--- config.mk ---
export PLATFORM = sky130hd
export DESIGN_NAME = spim_clkstop
export DESIGN_NICKNAME = d
export VERILOG_FILES = /design/src/rtl/spim_pkg.sv /design/src/rtl/spim_phase.sv /design/src/rtl/spim_ctrl.sv /design/src/rtl/spim_shift.sv /design/src/rtl/spim_clkstop.sv
export SDC_FILE = /design/constraint.sdc
export NUM_CORES = 1
export LEC_CHECK = 0
export ABC_AREA = 1
export ABC_CLOCK_PERIOD_IN_PS = 3690
export BUFFER_PORTS_ARGS = -buffer_cell sky130_fd_sc_hd__buf_2
export CAP_MARGIN = 20
export CORE_MARGIN = 8
export CORE_UTILIZATION = 50
export CTS_BUF_LIST = sky130_fd_sc_hd__clkbuf_4 sky130_fd_sc_hd__clkbuf_8
export DETAILED_ROUTE_END_ITERATION = 7
export MAX_ROUTING_LAYER = met4
export PLACE_DENSITY = 0.75
export SKIP_LAST_GASP = 1
export SYNTH_ARGS = -nofsm -noshare
export SYNTH_HDL_FRONTEND = slang
export SYNTH_SLANG_ARGS = --single-unit
--- constraint.sdc ---
create_clock -name clk -period 3.69 [get_ports clk]
set_input_delay 0.738 -clock clk [delete_from_list [all_inputs] [get_ports clk]]
set_output_delay 0.738 -clock clk [all_outputs]
set_load 0.1 [all_outputs]
--- src/rtl/spim_pkg.sv ---
package spim_pkg;
  typedef enum logic [2:0] {
    ST_IDLE = 3'd0,
    ST_LEAD = 3'd1,
    ST_HIGH = 3'd2,
    ST_LOW  = 3'd3,
    ST_TAIL = 3'd4
  } spim_state_e;
endpackage

--- src/rtl/spim_phase.sv ---
module spim_phase #(
  parameter int DIV_W = 8
) (
  input  logic [DIV_W-1:0] div_i,
  output logic [DIV_W-1:0] low_len_o,
  output logic [DIV_W-1:0] high_len_o
);
  logic [DIV_W-1:0] d_eff;
  logic [DIV_W:0]   period;
  logic [DIV_W-1:0] low_len;

  always_comb begin
    d_eff  = (div_i == '0) ? DIV_W'(1) : div_i;
    period = (DIV_W+1)'(d_eff) + (DIV_W+1)'(1);
    if (d_eff[0]) low_len = period[DIV_W:1];
    else          low_len = {1'b0, d_eff[DIV_W-1:1]};
  end

  assign low_len_o  = low_len;
  assign high_len_o = DIV_W'(period - (DIV_W+1)'(low_len));
endmodule

--- src/rtl/spim_ctrl.sv ---
module spim_ctrl
  import spim_pkg::*;
#(
  parameter int DIV_W = 8,
  parameter int LEN_W = 6
) (
  input  logic             clk,
  input  logic             rst_n,
  input  logic             start_i,
  input  logic [DIV_W-1:0] low_len_i,
  input  logic [DIV_W-1:0] high_len_i,
  input  logic [LEN_W-1:0] len_i,
  output logic             load_o,
  output logic             shift_o,
  output logic             sample_o,
  output logic             finish_o,
  output logic             sclk_o,
  output logic             ss_n_o,
  output logic             oe_o
);
  spim_state_e      state_q, state_n;
  logic [DIV_W-1:0] cnt_q, cnt_n;
  logic [LEN_W-1:0] bitc_q, bitc_n;
  logic [DIV_W-1:0] lo_q, hi_q;
  logic [LEN_W-1:0] len_q;
  logic [DIV_W-1:0] lim;
  logic             phase_end, last_bit;

  always_comb begin
    lim       = (state_q == ST_HIGH || state_q == ST_TAIL) ? hi_q : lo_q;
    phase_end = (cnt_q == lim - DIV_W'(1));
    last_bit  = (bitc_q == len_q - LEN_W'(1));
    state_n   = state_q;
    cnt_n     = phase_end ? '0 : cnt_q + DIV_W'(1);
    bitc_n    = bitc_q;
    load_o    = 1'b0;
    shift_o   = 1'b0;
    sample_o  = 1'b0;
    finish_o  = 1'b0;
    case (state_q)
      ST_IDLE: begin
        cnt_n  = '0;
        bitc_n = '0;
        if (start_i) begin
          state_n = ST_LEAD;
          load_o  = 1'b1;
        end
      end
      ST_LEAD: if (phase_end) state_n = ST_HIGH;
      ST_HIGH: if (phase_end) begin
        state_n  = ST_LOW;
        sample_o = 1'b1;
      end
      ST_LOW: if (phase_end) begin
        if (last_bit) state_n = ST_TAIL;
        else begin
          state_n = ST_HIGH;
          shift_o = 1'b1;
          bitc_n  = bitc_q + LEN_W'(1);
        end
      end
      ST_TAIL: if (phase_end) begin
        state_n  = ST_IDLE;
        finish_o = 1'b1;
      end
      default: state_n = ST_IDLE;
    endcase
  end

  always_ff @(posedge clk or negedge rst_n) begin
    if (!rst_n) begin
      state_q <= ST_IDLE;
      cnt_q   <= '0;
      bitc_q  <= '0;
    end else begin
      state_q <= state_n;
      cnt_q   <= cnt_n;
      bitc_q  <= bitc_n;
    end
  end

  always_ff @(posedge clk or negedge rst_n) begin
    if (!rst_n) begin
      lo_q  <= '0;
      hi_q  <= '0;
      len_q <= '0;
    end else if (load_o) begin
      lo_q  <= low_len_i;
      hi_q  <= high_len_i;
      len_q <= len_i;
    end
  end

  assign sclk_o = (state_q == ST_HIGH);
  assign ss_n_o = (state_q == ST_IDLE);
  assign oe_o   = (state_q == ST_LEAD) || (state_q == ST_HIGH) || (state_q == ST_LOW);

  // the phase counter never passes the length of the current phase
  p_cnt_in_phase_r2: assert property (@(posedge clk) disable iff (!rst_n)
    (state_q != ST_IDLE) |-> (cnt_q < lim));

  // the bit counter stays inside the latched word length
  p_bits_bound_r10: assert property (@(posedge clk) disable iff (!rst_n)
    (state_q != ST_IDLE) |-> (bitc_q < len_q));
endmodule

--- src/rtl/spim_shift.sv ---
module spim_shift #(
  parameter int MAX_BITS = 32,
  parameter int LEN_W    = 6
) (
  input  logic                clk,
  input  logic                rst_n,
  input  logic                load_i,
  input  logic                shift_i,
  input  logic                sample_i,
  input  logic                finish_i,
  input  logic [MAX_BITS-1:0] tx_i,
  input  logic [LEN_W-1:0]    len_i,
  input  logic                sdi_i,
  output logic                sdo_o,
  output logic [MAX_BITS-1:0] rx_o
);
  logic [MAX_BITS-1:0] tx_q, tx_n;
  logic [MAX_BITS-1:0] rs_q, rs_n;
  logic [MAX_BITS-1:0] rx_q;

  always_comb begin
    tx_n = tx_q;
    rs_n = rs_q;
    if (load_i) begin
      tx_n = tx_i << (LEN_W'(MAX_BITS) - len_i);
      rs_n = '0;
    end else begin
      if (shift_i)  tx_n = {tx_q[MAX_BITS-2:0], 1'b0};
      if (sample_i) rs_n = {rs_q[MAX_BITS-2:0], sdi_i};
    end
  end

  always_ff @(posedge clk or negedge rst_n) begin
    if (!rst_n) begin
      tx_q <= '0;
      rs_q <= '0;
    end else begin
      tx_q <= tx_n;
      rs_q <= rs_n;
    end
  end

  always_ff @(posedge clk or negedge rst_n) begin
    if (!rst_n)        rx_q <= '0;
    else if (finish_i) rx_q <= rs_q;
  end

  assign sdo_o = tx_q[MAX_BITS-1];
  assign rx_o  = rx_q;

  // a word is never captured in the same cycle a new one is loaded
  p_no_load_finish_r5: assert property (@(posedge clk) disable iff (!rst_n)
    !(load_i && finish_i));
endmodule

--- src/rtl/spim_clkstop.sv ---
module spim_clkstop #(
  parameter int MAX_BITS = 32,
  parameter int MIN_BITS = 4,
  parameter int DIV_W    = 8,
  parameter int LEN_W    = $clog2(MAX_BITS + 1)
) (
  input  logic                clk,
  input  logic                rst_n,
  input  logic                start,
  input  logic [MAX_BITS-1:0] tx_word,
  input  logic [DIV_W-1:0]    div,
  input  logic [LEN_W-1:0]    word_len,
  input  logic                sdi,
  output logic                sclk,
  output logic                ss_n,
  output logic                sdo,
  output logic                sdo_oe,
  output logic [MAX_BITS-1:0] rx_word,
  output logic                done
);
  logic [DIV_W-1:0] low_len, high_len;
  logic [LEN_W-1:0] len_c;
  logic             load, shift, sample, finish;
  logic             done_q;

  always_comb begin
    if (word_len < LEN_W'(MIN_BITS))      len_c = LEN_W'(MIN_BITS);
    else if (word_len > LEN_W'(MAX_BITS)) len_c = LEN_W'(MAX_BITS);
    else                                  len_c = word_len;
  end

  spim_phase #(.DIV_W(DIV_W)) u_phase (
    .div_i      (div),
    .low_len_o  (low_len),
    .high_len_o (high_len)
  );

  spim_ctrl #(.DIV_W(DIV_W), .LEN_W(LEN_W)) u_ctrl (
    .clk        (clk),
    .rst_n      (rst_n),
    .start_i    (start),
    .low_len_i  (low_len),
    .high_len_i (high_len),
    .len_i      (len_c),
    .load_o     (load),
    .shift_o    (shift),
    .sample_o   (sample),
    .finish_o   (finish),
    .sclk_o     (sclk),
    .ss_n_o     (ss_n),
    .oe_o       (sdo_oe)
  );

  spim_shift #(.MAX_BITS(MAX_BITS), .LEN_W(LEN_W)) u_shift (
    .clk      (clk),
    .rst_n    (rst_n),
    .load_i   (load),
    .shift_i  (shift),
    .sample_i (sample),
    .finish_i (finish),
    .tx_i     (tx_word),
    .len_i    (len_c),
    .sdi_i    (sdi),
    .sdo_o    (sdo),
    .rx_o     (rx_word)
  );

  always_ff @(posedge clk or negedge rst_n) begin
    if (!rst_n) done_q <= 1'b0;
    else        done_q <= finish;
  end
  assign done = done_q;

  // the serial clock is only ever high inside a selected frame
  p_clk_needs_sel_r3: assert property (@(posedge clk) disable iff (!rst_n)
    sclk |-> !ss_n);

  // transmit data holds still while the clock is high
  p_sdo_stable_high_r4: assert property (@(posedge clk) disable iff (!rst_n)
    (sclk && $past(sclk)) |-> $stable(sdo));

  // the data output is released whenever select is inactive
  p_oe_off_idle_r6: assert property (@(posedge clk) disable iff (!rst_n)
    ss_n |-> !sdo_oe);

  // done lasts one cycle and coincides with select release
  p_done_single_r8: assert property (@(posedge clk) disable iff (!rst_n)
    done |=> !done);
  p_done_at_release_r8: assert property (@(posedge clk) disable iff (!rst_n)
    $rose(ss_n) |-> done);
endmodule

==> qor.yml, run 1 <==
clock_tree:
  numCtsBuffers: 17
  clkTransAtPathRegs_ns: 0.09
  cts_root_buf: "clkbuf_8"
  ctsHtreeMaxLevel: 4
  post_cts_buffers: 0
  ctsHoldBuffers: 0
  clk_latency_ns: 0.45
  cts_tree: "done"
  cts_buffer_depth: 2
  ctsResizeCount: 0
  clock-sinks: 136
synthesis:
  synth_common_cells: "nand2_1, nand3_1, dfrtp_1"
  synthTopCellsByArea: "dfrtp_1, nand2_1, nand3_1"
  netlist_area_um2: 8580
  synth-edff-count: 0
  synth_most_common_cell: "nand2_1"
  synth_top_area_share: 0.397
  avgSynthCellArea_um2: 6.84
  syn-num-nets: 1317
  ys_warn_count: 0
  ys_types: 37
  yosys.area.top_type: "dfrtp_1"
  postSynthCellCount: 1254
  seq_area_frac_synth: 0.397
  synthFlopType: "dfrtp_1"
  ys_ff_latch: 136
  synthArstFlopShare: 1.00
layout:
  antenna_cells: 0
  drive_gt1_frac: 0.128
  final_net_count: 1373
  area_delta_synth_final_pct: 11.6
  n_fill_cell: 1704
global_routing:
  grt_pass1_vias: 7588
  grt_pass1_wl_mm: 35.4
  antenna_found_initial: 0
  gr-total-overflow: 0
  grt_use_total: 0.199
  grt_max_degree: 126
setup_path:
  r2r_start: "u_ctrl.state_q[1]"
  path_class: "flip-flop to flip-flop"
  critPathCaptureType: "flip-flop"
  worstPathRequired_ns: 4.08
  worstSetupStartpointType: "flip-flop"
  crit_arrival_ns: 3.53
  startpoint: "u_ctrl.state_q[1]"
  critPathMaxFanout: 31
floorplanning:
  core_area_um2: 17100
  die-height_um: 147
  fp-row-count: 48
  initial_utilization: 0.503
  die_w_um: 147
  top_level_ports: 87
  die-area_um2: 21600
pwr:
  finalPower_uw: 5540
  pwr-share-comb: 0.420
  seqPwrFrac: 0.355
  p_sw_frac: 0.434
  powerDensity_nw_per_um2: 579
  p_leak_uw: 0.00530
  power.internal_uw: 3130
  power.switching_uw: 2410
  vdd_ir_drop_max_uv: 350
  clock_power_share: 0.225
sta:
  period_share: 0.851
  finalClockSkew_ns: 0.0130
  relSlewSlack: 0.508
  rsz0062_at_grt: "no"
  fmax_mhz: 319
  tightest_slew_ns: 0.739
  fin_setup_tns_ns: 0
  whs_ns: 0.316
  period_needed_ns: 3.14
  setup_viol_count_final: 0
  setup_ws_ns: 0.550
  hold_viol_final: 0
  drv_slew: 0
placed_design:
  place_ws_ns: 0.194
  gp_congestion: 0.925
  dp_hpwl_mm: 14.4
  numPortBuffers: 86
route:
  first_pass_iters: 5
  routed_wl_mm: 20.4
  viasPerCell: 5.17
  drtIter0Drc: 583
  vias: 7997
  remaining_drc_errors: 0
  ant_nets: 0
  wl_per_cell_um: 13.2
worst_hold_path:
  holdCritPathClass: "input port to asynchronous set/reset pin"
outcome:
  status: "completed"
job:
  drv_cap: 0
[routing by layer]
layer / part of all wire / wire length [um] / vias up / track usage
met3: 0.031 / 636 / 35 / 0.0314
met1: 0.47 / 9550 / 3678 / 0.250
met5: 0 / 0 / - / -
met2: 0.48 / 9780 / 139 / 0.322
li1: - / - / 4145 / -
met4: 0.023 / 468 / 0 / 0.0678
[power groups by stage]
stage | Sequential, uW | Clock, uW | Combinational [uW]
floorplan | 1980 | 0 | 1820
global placement | 1980 | 0 | 2280
detailed placement | 1990 | 0 | 2320
CTS | 1970 | 1270 | 2340
global route | 2000 | 1330 | 2660
finish | 1970 | 1250 | 2330
[logic make-up after synthesis]
family	share of synthesized area
xor gates and xnor gates	0.0280
muxes	0.00117
buffers and inverters	0.0829
and+or+nand+nor	0.361
AOI/OAI and AO/OA	0.111
adders and majority gates	0.0190
DFF	0.397
[worst max-delay path, stage by stage (launching register included)]
cell and delay (ns):
dfrtp_1 0.48, nor2_2 0.21, nand2_4 0.10, nand2_4 0.13, nand2_1 0.07, nand2_2 0.12, ha_1 0.26, xor2_1 0.18
nand2_1 0.07, nor2_1 0.10, nand3_1 0.09, nor2_1 0.12, nand2_1 0.10, nor2_4 0.18, nand3_2 0.23, nand2_1 0.12
buf_4 0.32, nand2_1 0.11, nand2_1 0.08
[worst paths after layout]
path	to	slack (ns)	cells after the start
hold reg to reg	u_shift.rx_o[31]	0.49	2
setup / recovery	u_shift.tx_q[8]	0.55	18
min in group clk	u_shift.rx_o[31]	0.49	2
max in group asynchronous	u_shift.tx_q[10]	2.63	2
hold / removal	u_ctrl.cnt_q[7]	0.32	1
setup reg to reg	u_shift.tx_q[8]	0.55	18
[registers in the layout, indices dropped and copies added, names as in the netlist]
register,cells
u_ctrl.lo_q,8
u_ctrl.hi_q,8
u_shift.tx_q,32
u_ctrl.state_q,3
done,1
u_shift.rs_q,32
u_ctrl.bitc_q,6
u_shift.rx_o,32
u_ctrl.len_q,6
u_ctrl.cnt_q,8
[placed cells by master, fill, tap and decap left out, types with 4 or more instances in the layout]
| master | synthesis | routed |
|---|---|---|
| clkbuf_8 | 0 | 18 |
| nor2_4 | 4 | 4 |
| inv_8 | 0 | 4 |
| nor3_1 | 9 | 9 |
| o22ai_1 | 4 | 4 |
| xor2_1 | 17 | 16 |
| dfrtp_1 | 136 | 136 |
| nand2_2 | 4 | 4 |
| a21oi_1 | 13 | 13 |
| inv_2 | 8 | 7 |
| inv_6 | 0 | 5 |
| nand3_1 | 161 | 161 |
| o211ai_1 | 24 | 24 |
| buf_2 | 7 | 85 |
| nand2_1 | 489 | 489 |
| or2_2 | 5 | 5 |
| o21ai_0 | 130 | 130 |
| ha_1 | 13 | 13 |
| inv_1 | 93 | 93 |
| buf_4 | 7 | 17 |
| nor2_1 | 46 | 46 |
| xnor2_1 | 6 | 5 |
[through the flow]
step | cell area (um^2) | utilization | std cells
global route | 9570 | 0.561 | 1548
floorplan | 8580 | - | 1254
CTS | 9570 | 0.561 | 1548
global placement | 9170 | 0.537 | 1516
detailed placement | 9170 | 0.537 | 1516
finish | 9570 | 0.561 | 1548
[final cells by class]
| class | count | area (um^2) | area share |
|---|---|---|---|
| well taps | 225 | 282 | 0.0294 |
| flip-flops and latches | 136 | 3400 | 0.356 |
| clock inverters | 14 | 156 | 0.0163 |
| inverters | 101 | 380 | 0.0397 |
| multi-input cells | 948 | 4480 | 0.468 |
| repair buffers | 106 | 624 | 0.0652 |
| clock buffers | 18 | 248 | 0.0259 |
Note: power is estimated with default switching activity, not from simulation.
==> run 2, diff against run 1 <==
--- a/config.mk
+++ b/config.mk
@@ -18,4 +18,5 @@
 export SKIP_LAST_GASP = 1
 export SYNTH_ARGS = -nofsm -noshare
 export SYNTH_HDL_FRONTEND = slang
+export SYNTH_HIERARCHICAL = 1
 export SYNTH_SLANG_ARGS = --single-unit
==> qor.yml, run 2 <==
outcome:
  status: "completed"  # unchanged
floorplanning:
  top_level_ports: 87  # unchanged
  fp-row-count: 48  # unchanged
  die-height_um: 148  # was 147 um
  die_w_um: 148  # was 147 um
  die-area_um2: 21900  # was 21,600 um^2
  initial_utilization: 0.508  # was 0.503
  core_area_um2: 17200  # was 17,100 um^2
sta:
  setup_viol_count_final: 0  # unchanged
  period_share: 0.914  # was 0.851
  fin_setup_tns_ns: 0  # unchanged
  whs_ns: 0.276  # was 0.316 ns
  relSlewSlack: 0.554  # was 0.508
  period_needed_ns: 3.37  # was 3.14 ns
  fmax_mhz: 296  # was 319 MHz
  hold_viol_final: 0  # unchanged
  finalClockSkew_ns: 0.0170  # was 0.0130 ns
  tightest_slew_ns: 0.669  # was 0.739 ns
  rsz0062_at_grt: "yes"  # was no
  drv_slew: 0  # unchanged
clock_tree:
  ctsHtreeMaxLevel: 4  # unchanged
  clock-sinks: 136  # unchanged
  cts_buffer_depth: 2  # unchanged
  cts_root_buf: "clkbuf_8"  # unchanged
  ctsResizeCount: 0  # unchanged
  post_cts_buffers: 0  # unchanged
  numCtsBuffers: 17  # unchanged
  cts_tree: "done"  # unchanged
  clkTransAtPathRegs_ns: 0.08  # was 0.09 ns
  clk_latency_ns: 0.44  # was 0.45 ns
  ctsHoldBuffers: 0  # unchanged
global_routing:
  grt_pass1_wl_mm: 36.5  # was 35.4 mm
  grt_max_degree: 72  # was 126
  grt_use_total: 0.204  # was 0.199
  grt_pass1_vias: 7957  # was 7,588
  antenna_found_initial: 0  # unchanged
  gr-total-overflow: 0  # unchanged
synthesis:
  yosys.area.top_type: "dfrtp_1"  # unchanged
  avgSynthCellArea_um2: 7.10  # was 6.84 um^2
  synth_top_area_share: 0.390  # was 0.397
  synthArstFlopShare: 1.00  # unchanged
  synth-edff-count: 0  # unchanged
  syn-num-nets: 1291  # was 1,317
  netlist_area_um2: 8720  # was 8580 um^2
  ys_types: 41  # was 37
  postSynthCellCount: 1228  # was 1,254
  synth_common_cells: "nand2_1, nand3_1, dfrtp_1"  # unchanged
  synth_most_common_cell: "nand2_1"  # unchanged
  synthFlopType: "dfrtp_1"  # unchanged
  ys_warn_count: 6  # was 0
  seq_area_frac_synth: 0.390  # was 0.397
  synthTopCellsByArea: "dfrtp_1, nand2_1, nand3_1"  # unchanged
  ys_ff_latch: 136  # unchanged
route:
  first_pass_iters: 8  # was 5
  routed.top_layer: "met4"  # unchanged
  viasPerCell: 5.36  # was 5.17
  wl_met3_um: 847  # was 636 um
  met2WireLength_mm: 10.3  # was 9.78 mm
  routed_wl_mm: 21.1  # was 20.4 mm
  wl_met1_mm: 9.55  # about the same
  remaining_drc_errors: 0  # unchanged
  drtIter0Drc: 626  # was 583
  ant_nets: 0  # unchanged
  vias: 8203  # was 7,997
  wl_per_cell_um: 13.8  # was 13.2 um
setup_path:
  cp_common_cell: "nand2_1"  # unchanged
  r2r_end: "u_shift/tx_q[27]"  # was u_shift.tx_q[8]
  critPathMaxFanout: 27  # was 31
  r2r_start: "u_ctrl/state_q[2]"  # was u_ctrl.state_q[1]
  critPathSlowestCell: "dfrtp_1"  # unchanged
  worstSetupStartpointType: "flip-flop"  # unchanged
  r2r_cells: 19  # was 18
  critPathCaptureType: "flip-flop"  # unchanged
  critical_path_buf_inv_count: 3  # was 1
  worstPathRequired_ns: 4.03  # was 4.08 ns
  worstPathCellList: "nor2_2 -> nand2_2 -> nand2_2 -> nand2_1 -> nand2_2 -> ha_1 -> nand3_1 -> nor2_2 -> nand2_1 -> nand2_1 -> nand3_1 -> nor2_4 -> nand3_2 -> inv_1 -> inv_1 -> o21ai_0 -> nand3_1 -> nand2_1 -> inv_1"  # was nor2_2 -> nand2_4 -> nand2_4 -> nand2_1 -> nand2_2 -> ha_1 -> xor2_1 -> nand2_1 -> nor2_1 -> nand3_1 -> nor2_1 -> nand2_1 -> nor2_4 -> nand3_2 -> nand2_1 -> buf_4 -> nand2_1 -> nand2_1
  rrSetupSlack_ns: 0.32  # was 0.55 ns
  cpPeakStageDelay_ns: 0.48  # about the same
  path_class: "flip-flop to flip-flop"  # unchanged
  cp_top_family: "simple AND/OR/NAND/NOR gates"  # unchanged
  crit_arrival_ns: 3.71  # was 3.53 ns
pwr:
  vdd_ir_drop_max_uv: 498  # was 350 uV
  p_sw_frac: 0.438  # was 0.434
  power.switching_uw: 2550  # was 2410 uW
  seqPwrFrac: 0.346  # was 0.355
  clock_power_share: 0.207  # was 0.225
  powerDensity_nw_per_um2: 605  # was 579 nW/um^2
  p_leak_uw: 0.00496  # was 0.00530 uW
  pwr-share-comb: 0.446  # was 0.420
  power.internal_uw: 3280  # was 3130 uW
placed_design:
  gp_congestion: 0.952  # was 0.925
  numPortBuffers: 86  # unchanged
  dp_hpwl_mm: 15.4  # was 14.4 mm
layout:
  drive_gt1_frac: 0.159  # was 0.128
  antenna_cells: 0  # unchanged
  final_net_count: 1356  # was 1,373
  final_common_cell: "nand2_1"  # unchanged
  area_delta_synth_final_pct: 10.6  # was 11.6%
  final_cell_mix: "nand2_1, nand3_1, dfrtp_1"  # unchanged
job:
  drv_cap: 0  # unchanged
worst_hold_path:
  holdCritPathClass: "input port to asynchronous set/reset pin"  # unchanged
run 2: kinds of logic after synthesis:
group | count (synthesis) | share of synthesized area
muxes | 3 | 0.00388
DFF | 136 | 0.390
xor gates and xnor gates | 18 | 0.0202
buffers and inverters | 199 | 0.103
AOI/OAI and AO/OA | 154 | 0.0944
adders and majority gates | 13 | 0.0195
and+or+nand+nor | 705 | 0.368
run 2: through the flow:
stage               total power [uW]  setup WS (ns)  instances  area [um^2]  utilization
floorplan                       4080          0.212       1228         8720            -
global placement                4580          0.438       1499         9250        0.538
detailed placement              4630          0.339       1499         9250        0.538
CTS                             5850          0.304       1531         9640        0.561
global route                    6320        -0.0696       1531         9640        0.561
finish                          5830          0.317       1531         9640        0.561
run 2: power groups by stage:
stage / Clock (uW) / Combinational [uW] / Sequential [uW]
floorplan: 0 / 2050 / 2030
global placement: 0 / 2540 / 2040
finish: 1210 / 2600 / 2020
CTS: 1240 / 2590 / 2020
detailed placement: 0 / 2590 / 2040
global route: 1310 / 2950 / 2070
run 2: worst max-delay path by stage:
| stage | start | cells past startpoint | endpoint |
|---|---|---|---|
| after global placement | u_ctrl/state_q[2] | 19 | u_shift/tx_q[29] |
| after floorplan | u_ctrl/state_q[0] | 11 | u_shift/rs_q[19] |
| final | u_ctrl/state_q[2] | 19 | u_shift/tx_q[27] |
| after CTS | u_ctrl/state_q[2] | 19 | u_shift/tx_q[27] |
| after global routing | u_ctrl/state_q[2] | 19 | u_shift/tx_q[27] |
| after detailed placement | u_ctrl/state_q[2] | 19 | u_shift/tx_q[27] |
run 2: per-layer routing:
| metal | vias up | global-route usage |
|---|---|---|
| met4 | 0 | 0.0663 |
| met5 | - | - |
| li1 | 4126 | - |
| met2 | 218 | 0.335 |
| met3 | 40 | 0.0352 |
| met1 | 3819 | 0.251 |
run 2: final cells by class:
type / instances / area (um^2)
tap: 225 / 282
clock buffer: 19 / 262
multi-input combinational: 893 / 4430
inverter: 143 / 549
timing repair buffer: 102 / 582
clock inverter: 13 / 134
fill: 1676 / 7530
sequential: 136 / 3400
